`config.mk`:
```
export PLATFORM = sky130hd
export DESIGN_NAME = iso_pulse_encoder
export DESIGN_NICKNAME = d
export VERILOG_FILES = /design/src/rtl/pe_pkg.sv /design/src/rtl/pe_sync.sv /design/src/rtl/pe_refresh_timer.sv /design/src/rtl/pe_pulse_gen.sv /design/src/rtl/iso_pulse_encoder.sv
export SDC_FILE = /design/constraint.sdc
export NUM_CORES = 1
export LEC_CHECK = 0
export BUFFER_PORTS_ARGS = -buffer_cell sky130_fd_sc_hd__buf_2
export CORE_AREA = 4 4 41 43
export CTS_CLUSTER_SIZE = 25
export DETAILED_ROUTE_END_ITERATION = 6
export DIE_AREA = 0 0 45 47
export HOLD_SLACK_MARGIN = 0.15
export PLACE_DENSITY = 0.67
export REMOVE_ABC_BUFFERS = 1
export SKIP_CTS_REPAIR_TIMING = 1
export SLEW_MARGIN = 20
export SYNTH_ARGS = -nofsm -noshare
export SYNTH_HDL_FRONTEND = slang
export SYNTH_SLANG_ARGS = --single-unit
```
`constraint.sdc`:
```
create_clock -name clk -period 2 [get_ports clk]
set_clock_uncertainty 0.1 [all_clocks]
set_input_delay 0.4 -clock clk [delete_from_list [all_inputs] [get_ports clk]]
set_output_delay 0.4 -clock clk [all_outputs]
set_load 0.02 [all_outputs]
```
`src/rtl/pe_pkg.sv`:
```
package pe_pkg;
  typedef enum logic [1:0] {
    PK_NONE = 2'd0,
    PK_SET  = 2'd1,
    PK_CLR  = 2'd2
  } pulse_kind_e;
endpackage

```
`src/rtl/pe_sync.sv`:
```
module pe_sync #(
  parameter int STAGES = 2
) (
  input  logic clk,
  input  logic rst_n,
  input  logic d_async,
  output logic q_sync
);
  logic [STAGES-1:0] chain_q;

  for (genvar i = 0; i < STAGES; i++) begin : g_stage
    if (i == 0) begin : g_first
      always_ff @(posedge clk or negedge rst_n) begin
        if (!rst_n) chain_q[i] <= 1'b0;
        else        chain_q[i] <= d_async;
      end
    end else begin : g_next
      always_ff @(posedge clk or negedge rst_n) begin
        if (!rst_n) chain_q[i] <= 1'b0;
        else        chain_q[i] <= chain_q[i-1];
      end
    end
  end

  assign q_sync = chain_q[STAGES-1];
endmodule

```
`src/rtl/pe_refresh_timer.sv`:
```
module pe_refresh_timer #(
  parameter int INTERVAL = 200
) (
  input  logic clk,
  input  logic rst_n,
  input  logic restart,
  output logic due
);
  localparam int CW = (INTERVAL > 2) ? $clog2(INTERVAL) : 1;
  localparam logic [CW-1:0] LAST = CW'(INTERVAL - 1);

  logic [CW-1:0] cnt_q, cnt_d;
  logic          cnt_en;

  // count stalls at LAST until a restart arrives
  always_comb begin
    cnt_en = restart || (cnt_q != LAST);
    cnt_d  = restart ? '0 : cnt_q + 1'b1;
  end

  always_ff @(posedge clk or negedge rst_n) begin
    if (!rst_n)      cnt_q <= '0;
    else if (cnt_en) cnt_q <= cnt_d;
  end

  assign due = (cnt_q == LAST);

  a_r4_count_bound: assert property (@(posedge clk) disable iff (!rst_n)
    cnt_q <= LAST);

  a_r5_restart_clears: assert property (@(posedge clk) disable iff (!rst_n)
    restart |=> !due);
endmodule

```
`src/rtl/pe_pulse_gen.sv`:
```
module pe_pulse_gen
  import pe_pkg::*;
(
  input  logic clk,
  input  logic rst_n,
  input  logic level,
  input  logic active,
  input  logic due,
  output logic issue,
  output logic set_q,
  output logic clr_q
);
  logic        lvl_q, act_q;
  logic        edge_c, resume_c;
  pulse_kind_e kind_d;
  logic        set_d, clr_d;

  always_comb begin
    edge_c   = level ^ lvl_q;
    resume_c = active & ~act_q;
    issue    = active & (edge_c | resume_c | due);
    if (!issue)     kind_d = PK_NONE;
    else if (level) kind_d = PK_SET;
    else            kind_d = PK_CLR;
    set_d = (kind_d == PK_SET);
    clr_d = (kind_d == PK_CLR);
  end

  // level tracker runs even while stopped, so no stale edge appears later
  always_ff @(posedge clk or negedge rst_n) begin
    if (!rst_n) begin
      lvl_q <= 1'b0;
      act_q <= 1'b0;
      set_q <= 1'b0;
      clr_q <= 1'b0;
    end else begin
      lvl_q <= level;
      act_q <= active;
      set_q <= set_d;
      clr_q <= clr_d;
    end
  end

  a_r9_exclusive: assert property (@(posedge clk) disable iff (!rst_n)
    !(set_q && clr_q));

  a_r3_set_one_wide: assert property (@(posedge clk) disable iff (!rst_n)
    set_q |=> !set_q);

  a_r3_clr_one_wide: assert property (@(posedge clk) disable iff (!rst_n)
    clr_q |=> !clr_q);

  a_r6_quiet_when_stopped: assert property (@(posedge clk) disable iff (!rst_n)
    !active |=> (!set_q && !clr_q));
endmodule

```
`src/rtl/iso_pulse_encoder.sv`:
```
module iso_pulse_encoder #(
  parameter int SYNC_STAGES    = 2,
  parameter int REFRESH_CYCLES = 200
) (
  input  logic clk,
  input  logic rst_n,
  input  logic data_in,
  input  logic hold_off,
  input  logic supply_ok,
  output logic set_pulse,
  output logic clr_pulse
);
  logic sync_level;
  logic active;
  logic issue;
  logic due;
  logic tmr_restart;

  assign active      = ~hold_off & supply_ok;
  assign tmr_restart = issue | ~active;

  pe_sync #(.STAGES(SYNC_STAGES)) u_sync (
    .clk     (clk),
    .rst_n   (rst_n),
    .d_async (data_in),
    .q_sync  (sync_level)
  );

  pe_refresh_timer #(.INTERVAL(REFRESH_CYCLES)) u_timer (
    .clk     (clk),
    .rst_n   (rst_n),
    .restart (tmr_restart),
    .due     (due)
  );

  pe_pulse_gen u_gen (
    .clk    (clk),
    .rst_n  (rst_n),
    .level  (sync_level),
    .active (active),
    .due    (due),
    .issue  (issue),
    .set_q  (set_pulse),
    .clr_q  (clr_pulse)
  );

  a_r1_rise_sets: assert property (@(posedge clk) disable iff (!rst_n)
    ($rose(sync_level) && active) |=> set_pulse);

  a_r2_fall_clears: assert property (@(posedge clk) disable iff (!rst_n)
    ($fell(sync_level) && active) |=> clr_pulse);

  a_r8_resume_pulse: assert property (@(posedge clk) disable iff (!rst_n)
    ($fell(hold_off) && supply_ok) |=> (set_pulse || clr_pulse));

  a_r10_reset_low: assert property (@(posedge clk)
    !rst_n |-> (!set_pulse && !clr_pulse));
endmodule

```
== Word-level counts from Yosys, hierarchy flattened ==
Cells that the tools add are included.

* Register bits: 14
* Input port bits: 5
* Output and inout port bits: 2

* Add/subtract/negate cells: 1
* Eq/ne operators: 4
* Mux-type cells: 3
* Bitwise logic cells: 10
* Reductions and logical operators: 1

{| class="wikitable"
|+ Operators by type and width
! operator !! count
|-
| $add A8 B1 Y8 const B || 1
|-
| $eq A8 B8 Y1 const B || 1
|-
| $mux W8 || 1
|-
| $ne A8 B8 Y1 const B || 1
|-
| $mux W2 || 2
|-
| $and A1 B1 Y1 || 3
|-
| $not A1 Y1 || 3
|-
| $or A1 B1 Y1 || 3
|-
| $eq A2 B1 Y1 const B || 1
|-
| $eq A2 B2 Y1 const B || 1
|-
| $logic_or A1 B1 Y1 || 1
|-
| $xor A1 B1 Y1 || 1
|}

== Longest topological paths before layout ==
* Depth in word-level cells: 8
* Mapped depth: 4
* Mapped depth without buffers: 4

== Modules after synthesis ==
A second synthesis with hierarchy kept.

* Cells, all modules: 60
* Area total of the unflattened synthesis: 663.1 µm²

{| class="wikitable"
|+ Modules (own cells, without submodules)
! module !! instances !! cells an instance !! area an instance (µm²) !! sequential area each (µm²)
|-
| pe_refresh_timer || 1 || 44 || 449.2 || 200.2
|-
| pe_pulse_gen || 1 || 12 || 146.4 || 100.1
|-
| pe_sync || 1 || 2 || 50.0 || 50.0
|-
| iso_pulse_encoder || 1 || 2 || 17.5 || 0.0
|}

== Worst setup path after synthesis ==
Ideal clock, no wire load.

* Path type: register to register
* From: reg u_timer.cnt_q[3]
* To: reg u_gen.clr_q
* Arrival: 1.267 ns
* Slack: 0.552 ns
* Stages on the path, launching flop included: 4
* Cells stage by stage: dfrtp_1 -> or3_4 -> o211ai_4 -> nor3b_2

* Word-level cells in the longest chain between the ends: 5

{| class="wikitable"
|+ RTL lines
! element !! line !! text
|-
| start: declaration || pe_refresh_timer.sv:12 || <nowiki>logic [CW-1:0] cnt_q, cnt_d;</nowiki>
|-
| start signal: assignment || pe_refresh_timer.sv:23 || <nowiki>else if (cnt_en) cnt_q <= cnt_d;</nowiki>
|-
| $eq A8 B8 Y1 || pe_refresh_timer.sv:26 || <nowiki>assign due = (cnt_q == LAST);</nowiki>
|-
| $or A1 B1 Y1 || pe_pulse_gen.sv:21 || <nowiki>issue = active & (edge_c | resume_c | due);</nowiki>
|-
| $and A1 B1 Y1 || pe_pulse_gen.sv:21 ||
|-
| $mux W2 || pe_pulse_gen.sv:22 || <nowiki>if (!issue) kind_d = PK_NONE;</nowiki>
|-
| $eq A2 B2 Y1 || pe_pulse_gen.sv:26 || <nowiki>clr_d = (kind_d == PK_CLR);</nowiki>
|-
| net u_gen.clr_d || pe_pulse_gen.sv:16 || <nowiki>logic set_d, clr_d;</nowiki>
|-
| end signal: assignment || pe_pulse_gen.sv:40 || <nowiki>clr_q <= clr_d;</nowiki>
|-
| end: declaration || pe_pulse_gen.sv:11 || <nowiki>output logic clr_q</nowiki>
|}

The timed path passes the listed nets, and every way through them passes these cells.
A chain may end at the register's enable or synchronous reset.

== Worst setup path in the final report ==
Same ends and word-level chain as after synthesis.

==> report_table.html <==
<table>
<tr><th>Metric</th><th>Value</th></tr>
<tr><th colspan="2">Critical path</th></tr>
<tr><td>CP Data Arrival Time</td><td>1.69 ns</td></tr>
<tr><td>Kind of start point of the critical path</td><td>flip-flop</td></tr>
<tr><td>Worst setup path start</td><td>u_timer.cnt_q[3]$_DFFE_PN0P_</td></tr>
<tr><td>Crit. End Element</td><td>flip-flop</td></tr>
<tr><td>Worst R2R Setup Slack</td><td>0.42 ns</td></tr>
<tr><td>Worst endpoint required time</td><td>2.11 ns</td></tr>
<tr><td>Worst R2R Start</td><td>u_timer.cnt_q[3]$_DFFE_PN0P_</td></tr>
<tr><td>CP Class</td><td>reg2reg</td></tr>
<tr><td>Largest driver fanout on the critical path</td><td>10</td></tr>
<tr><th colspan="2">Cells and area</th></tr>
<tr><td>Growth of design area from synthesis to finish</td><td>17.3%</td></tr>
<tr><td>Final layout net count</td><td>66</td></tr>
<tr><td>Fraction of final layout cells sized beyond drive strength 1</td><td>23.7%</td></tr>
<tr><td>Number of cells in the finished layout apart from fillers</td><td>74</td></tr>
<tr><td>Number of antenna repair diodes</td><td>0</td></tr>
<tr><th colspan="2">Logic synthesis</th></tr>
<tr><td>Post-synthesis sequential element count</td><td>14</td></tr>
<tr><td>Leading post-synthesis cells by cell area</td><td>sky130_fd_sc_hd__dfrtp_1, sky130_fd_sc_hd__nor3_1, sky130_fd_sc_hd__a211oi_1</td></tr>
<tr><td>Netlist cell types</td><td>18</td></tr>
<tr><td>Xor-xnor portion of the synthesized cell area</td><td>6.00%</td></tr>
<tr><td>Synthesized-area fraction occupied by ao, oa, aoi and oai cells</td><td>10.1%</td></tr>
<tr><td>FFs w/ async S/R, synth</td><td>100%</td></tr>
<tr><td>Mean post-synth cell area</td><td>12.2 um^2</td></tr>
<tr><td>Number of enable-type register cells in the synthesized netlist</td><td>0</td></tr>
<tr><td>Sequential share of the synthesized area</td><td>60.0%</td></tr>
<tr><td>Number of warnings issued by yosys</td><td>0</td></tr>
<tr><td>Dominant synthesized flop cell</td><td>sky130_fd_sc_hd__dfrtp_1</td></tr>
<tr><td>Largest area contributor in the netlist</td><td>sky130_fd_sc_hd__dfrtp_1</td></tr>
<tr><td>Synth Area in Simple Gates</td><td>19.9%</td></tr>
<tr><td>Main combinational cell family by area after synthesis</td><td>simple AND/OR/NAND/NOR gates</td></tr>
<tr><td>Top cell type's share of synthesized area</td><td>60.0%</td></tr>
<tr><td>Mux cell area share after synthesis</td><td>0%</td></tr>
<tr><td>Synthesized area</td><td>584 um^2</td></tr>
<tr><td>Cell count after synthesis</td><td>48</td></tr>
<tr><td>Adder and majority cell fraction of the synthesized area</td><td>2.14%</td></tr>
<tr><td>Cell with the most instances after synthesis</td><td>sky130_fd_sc_hd__dfrtp_1</td></tr>
<tr><td>Top cell types by occurrence after synthesis</td><td>sky130_fd_sc_hd__dfrtp_1, sky130_fd_sc_hd__nor3_1</td></tr>
<tr><th colspan="2">Place</th></tr>
<tr><td># port buffers</td><td>6</td></tr>
<tr><td>Detailed placer's ending HPWL</td><td>616 um</td></tr>
<tr><td>Final weighted congestion of routability-driven global placement</td><td>0.790</td></tr>
<tr><td>Cell Count Post-Placement</td><td>68</td></tr>
<tr><td>Worst Setup Slack post-DPL</td><td>0.457 ns</td></tr>
<tr><th colspan="2">Run</th></tr>
<tr><td>Number of violations of the max-capacitance limit</td><td>0</td></tr>
<tr><th colspan="2">Timing</th></tr>
<tr><td>Total count of hold-check failures in the final report</td><td>0</td></tr>
<tr><td>Worst-case hold slack</td><td>0.253 ns</td></tr>
<tr><td>Worst relative slew slack</td><td>72.6%</td></tr>
<tr><td>Total setup violations reported at the end of the flow</td><td>0</td></tr>
<tr><td>Period Utilization, post-route</td><td>79.0%</td></tr>
<tr><td>Highest achievable clock rate</td><td>633 MHz</td></tr>
<tr><td>Transition at the pin with the smallest max-transition slack</td><td>0.411 ns</td></tr>
<tr><td>Final total negative setup slack</td><td>0 ns</td></tr>
<tr><td>Smallest setup slack after layout</td><td>0.420 ns</td></tr>
<tr><td>RSZ-0062 raised after global routing</td><td>no</td></tr>
<tr><td>Final Max Slew Viols</td><td>0</td></tr>
<tr><td>Post-layout minimum cycle time</td><td>1.58 ns</td></tr>
<tr><th colspan="2">GRT</th></tr>
<tr><td>First-pass GRT wire length</td><td>1530 um</td></tr>
<tr><td>Residual overflow from global routing</td><td>0</td></tr>
<tr><td>Maximum number of pins on one net before global-route repair</td><td>15</td></tr>
<tr><td>Via count of the first global-routing pass</td><td>353</td></tr>
<tr><td>Initial antenna violation count</td><td>0</td></tr>
<tr><td>Total Routing Usage GR</td><td>10.7%</td></tr>
<tr><th colspan="2">Clock tree</th></tr>
<tr><td>CTS sink count</td><td>14</td></tr>
<tr><td>Bufs on Longest Clock Path</td><td>2</td></tr>
<tr><td>Number of H-tree levels</td><td>1</td></tr>
<tr><td>Clock transition time at the flip-flop clock pins of the worst setup and hold paths</td><td>0.08 ns</td></tr>
<tr><td>Latest clock arrival within the worst-skew pair</td><td>0.28 ns</td></tr>
<tr><td>TritonCTS clock tree</td><td>yes</td></tr>
<tr><td>CTS Buf Count</td><td>3</td></tr>
<tr><td>Root Buffer</td><td>sky130_fd_sc_hd__clkbuf_4</td></tr>
<tr><th colspan="2">Routing</th></tr>
<tr><td>Routed wirelength normalized by instance count</td><td>12.1 um</td></tr>
<tr><td>DR iter-0 viols</td><td>14</td></tr>
<tr><td>Detailed-route wire length</td><td>895 um</td></tr>
<tr><td>Via count of the routed design</td><td>378</td></tr>
<tr><td>Antenna-violating nets left</td><td>0</td></tr>
<tr><td>Remaining routing DRC violations</td><td>0</td></tr>
<tr><td>Post-detailed-route via-to-cell ratio</td><td>5.11</td></tr>
<tr><td>Number of iterations in the first detailed-routing pass</td><td>4</td></tr>
<tr><th colspan="2">Die</th></tr>
<tr><td>Die ar.</td><td>2120 um^2</td></tr>
<tr><td>Horizontal die dimension</td><td>45 um</td></tr>
<tr><td>Number of top-level pins</td><td>7</td></tr>
<tr><td>Total core area</td><td>1300 um^2</td></tr>
<tr><td>Row count</td><td>13</td></tr>
<tr><td>Starting density of the core</td><td>44.9%</td></tr>
<tr><td>Overall die height</td><td>47 um</td></tr>
<tr><th colspan="2">Power</th></tr>
<tr><td>Power density over cell area</td><td>761 nW/um^2</td></tr>
<tr><td>Standby leakage power</td><td>0.293 nW</td></tr>
<tr><td>Peak supply drop</td><td>0.363 mV</td></tr>
<tr><th colspan="2">Run status</th></tr>
<tr><td>Outcome</td><td>finished clean</td></tr>
<tr><th colspan="2">Min path</th></tr>
<tr><td>Type of the worst min-delay path</td><td>reg2reg</td></tr>
<tr><td>Critical hold path startpoint</td><td>u_sync.chain_q[0]$_DFF_PN0_</td></tr>
</table>
## report_power, final
group	internal [W]	switching [W]	leakage [nW]
combinational	0.0000115	0.0000180	0.0856
clock	0.000111	0.0000895	0.0210
sequential	0.000289	0.00000324	0.187
total	0.000411	0.000111	0.293
## final cells by class
type | instances | area [um^2]
inverter | 2 | 7.51
sequential | 14 | 350
multi-input combinational | 31 | 223
fill | 122 | 616
timing repair buffer | 8 | 50.0
tap | 15 | 18.8
clock buffer | 4 | 36.3
## cell usage in the layout (no fill, tap or decap)
cell / instances
sky130_fd_sc_hd__nor3b_2: 1
sky130_fd_sc_hd__o211ai_4: 1
sky130_fd_sc_hd__a211oi_1: 3
sky130_fd_sc_hd__clkbuf_8: 1
sky130_fd_sc_hd__xor2_1: 2
sky130_fd_sc_hd__clkbuf_4: 3
sky130_fd_sc_hd__or3_1: 3
sky130_fd_sc_hd__inv_1: 2
sky130_fd_sc_hd__and3_2: 1
sky130_fd_sc_hd__nand4_1: 2
sky130_fd_sc_hd__nand3_1: 3
sky130_fd_sc_hd__ha_1: 1
sky130_fd_sc_hd__nand2_1: 2
sky130_fd_sc_hd__buf_2: 6
sky130_fd_sc_hd__dfrtp_1: 14
sky130_fd_sc_hd__o21ai_0: 3
sky130_fd_sc_hd__nor3_1: 5
sky130_fd_sc_hd__dlygate4sd3_1: 2
sky130_fd_sc_hd__or3_4: 1
sky130_fd_sc_hd__nand2b_1: 1
sky130_fd_sc_hd__xnor2_1: 2
## metal layers
layer	up-vias	share of wire, %	GRT usage [%]
met3	2	4.1	3.45
met1	174	50	14.1
li1	195	-	-
met2	7	43	14.1
met5	-	0	0
met4	0	3.0	8.77
## critical path, cell delays in order, from the launching register on
cell and delay (ns):
sky130_fd_sc_hd__dfrtp_1 0.44, sky130_fd_sc_hd__or3_4 0.42, sky130_fd_sc_hd__o211ai_4 0.33, sky130_fd_sc_hd__nor3b_2 0.21
## metrics by stage
stage	cell area [um^2]	util, %	power, W
final	686	52.7	0.000522
after global routing	686	52.7	0.000556
after CTS	666	51.2	0.000534
after detailed placement	629	48.4	0.000325
after global placement	629	48.4	0.000325
after floorplan	581	-	0.000311
## logic make-up (layout without fill, tap and decap cells)
group | count (synthesis) | count (layout)
and+or+nand+nor | 19 | 19
DFF | 14 | 14
AOI/OAI and AO/OA | 7 | 7
xor gates and xnor gates | 4 | 4
buffers and inverters | 3 | 14
adders and majority gates | 1 | 1
## registers in the layout (all words and copies together), names as in the netlist
register and cells:
u_gen.act_q 1, u_gen.clr_q 1, u_gen.lvl_q 1, u_gen.set_q 1, u_sync.chain_q 1, u_sync.q_sync 1, u_timer.cnt_q 8
## path summary, 6_finish.rpt
check	end	depth (start not counted)
setup / recovery	u_gen.clr_q$_DFF_PN0_	3
hold / removal	u_sync.q_sync$_DFF_PN0_	0
setup reg to reg	u_gen.clr_q$_DFF_PN0_	3
hold reg to reg	u_sync.q_sync$_DFF_PN0_	0
max in group asynchronous	u_timer.cnt_q[6]$_DFFE_PN0P_	2
min in group asynchronous	u_timer.cnt_q[3]$_DFFE_PN0P_	2
Note: power is estimated with default switching activity, not from simulation.
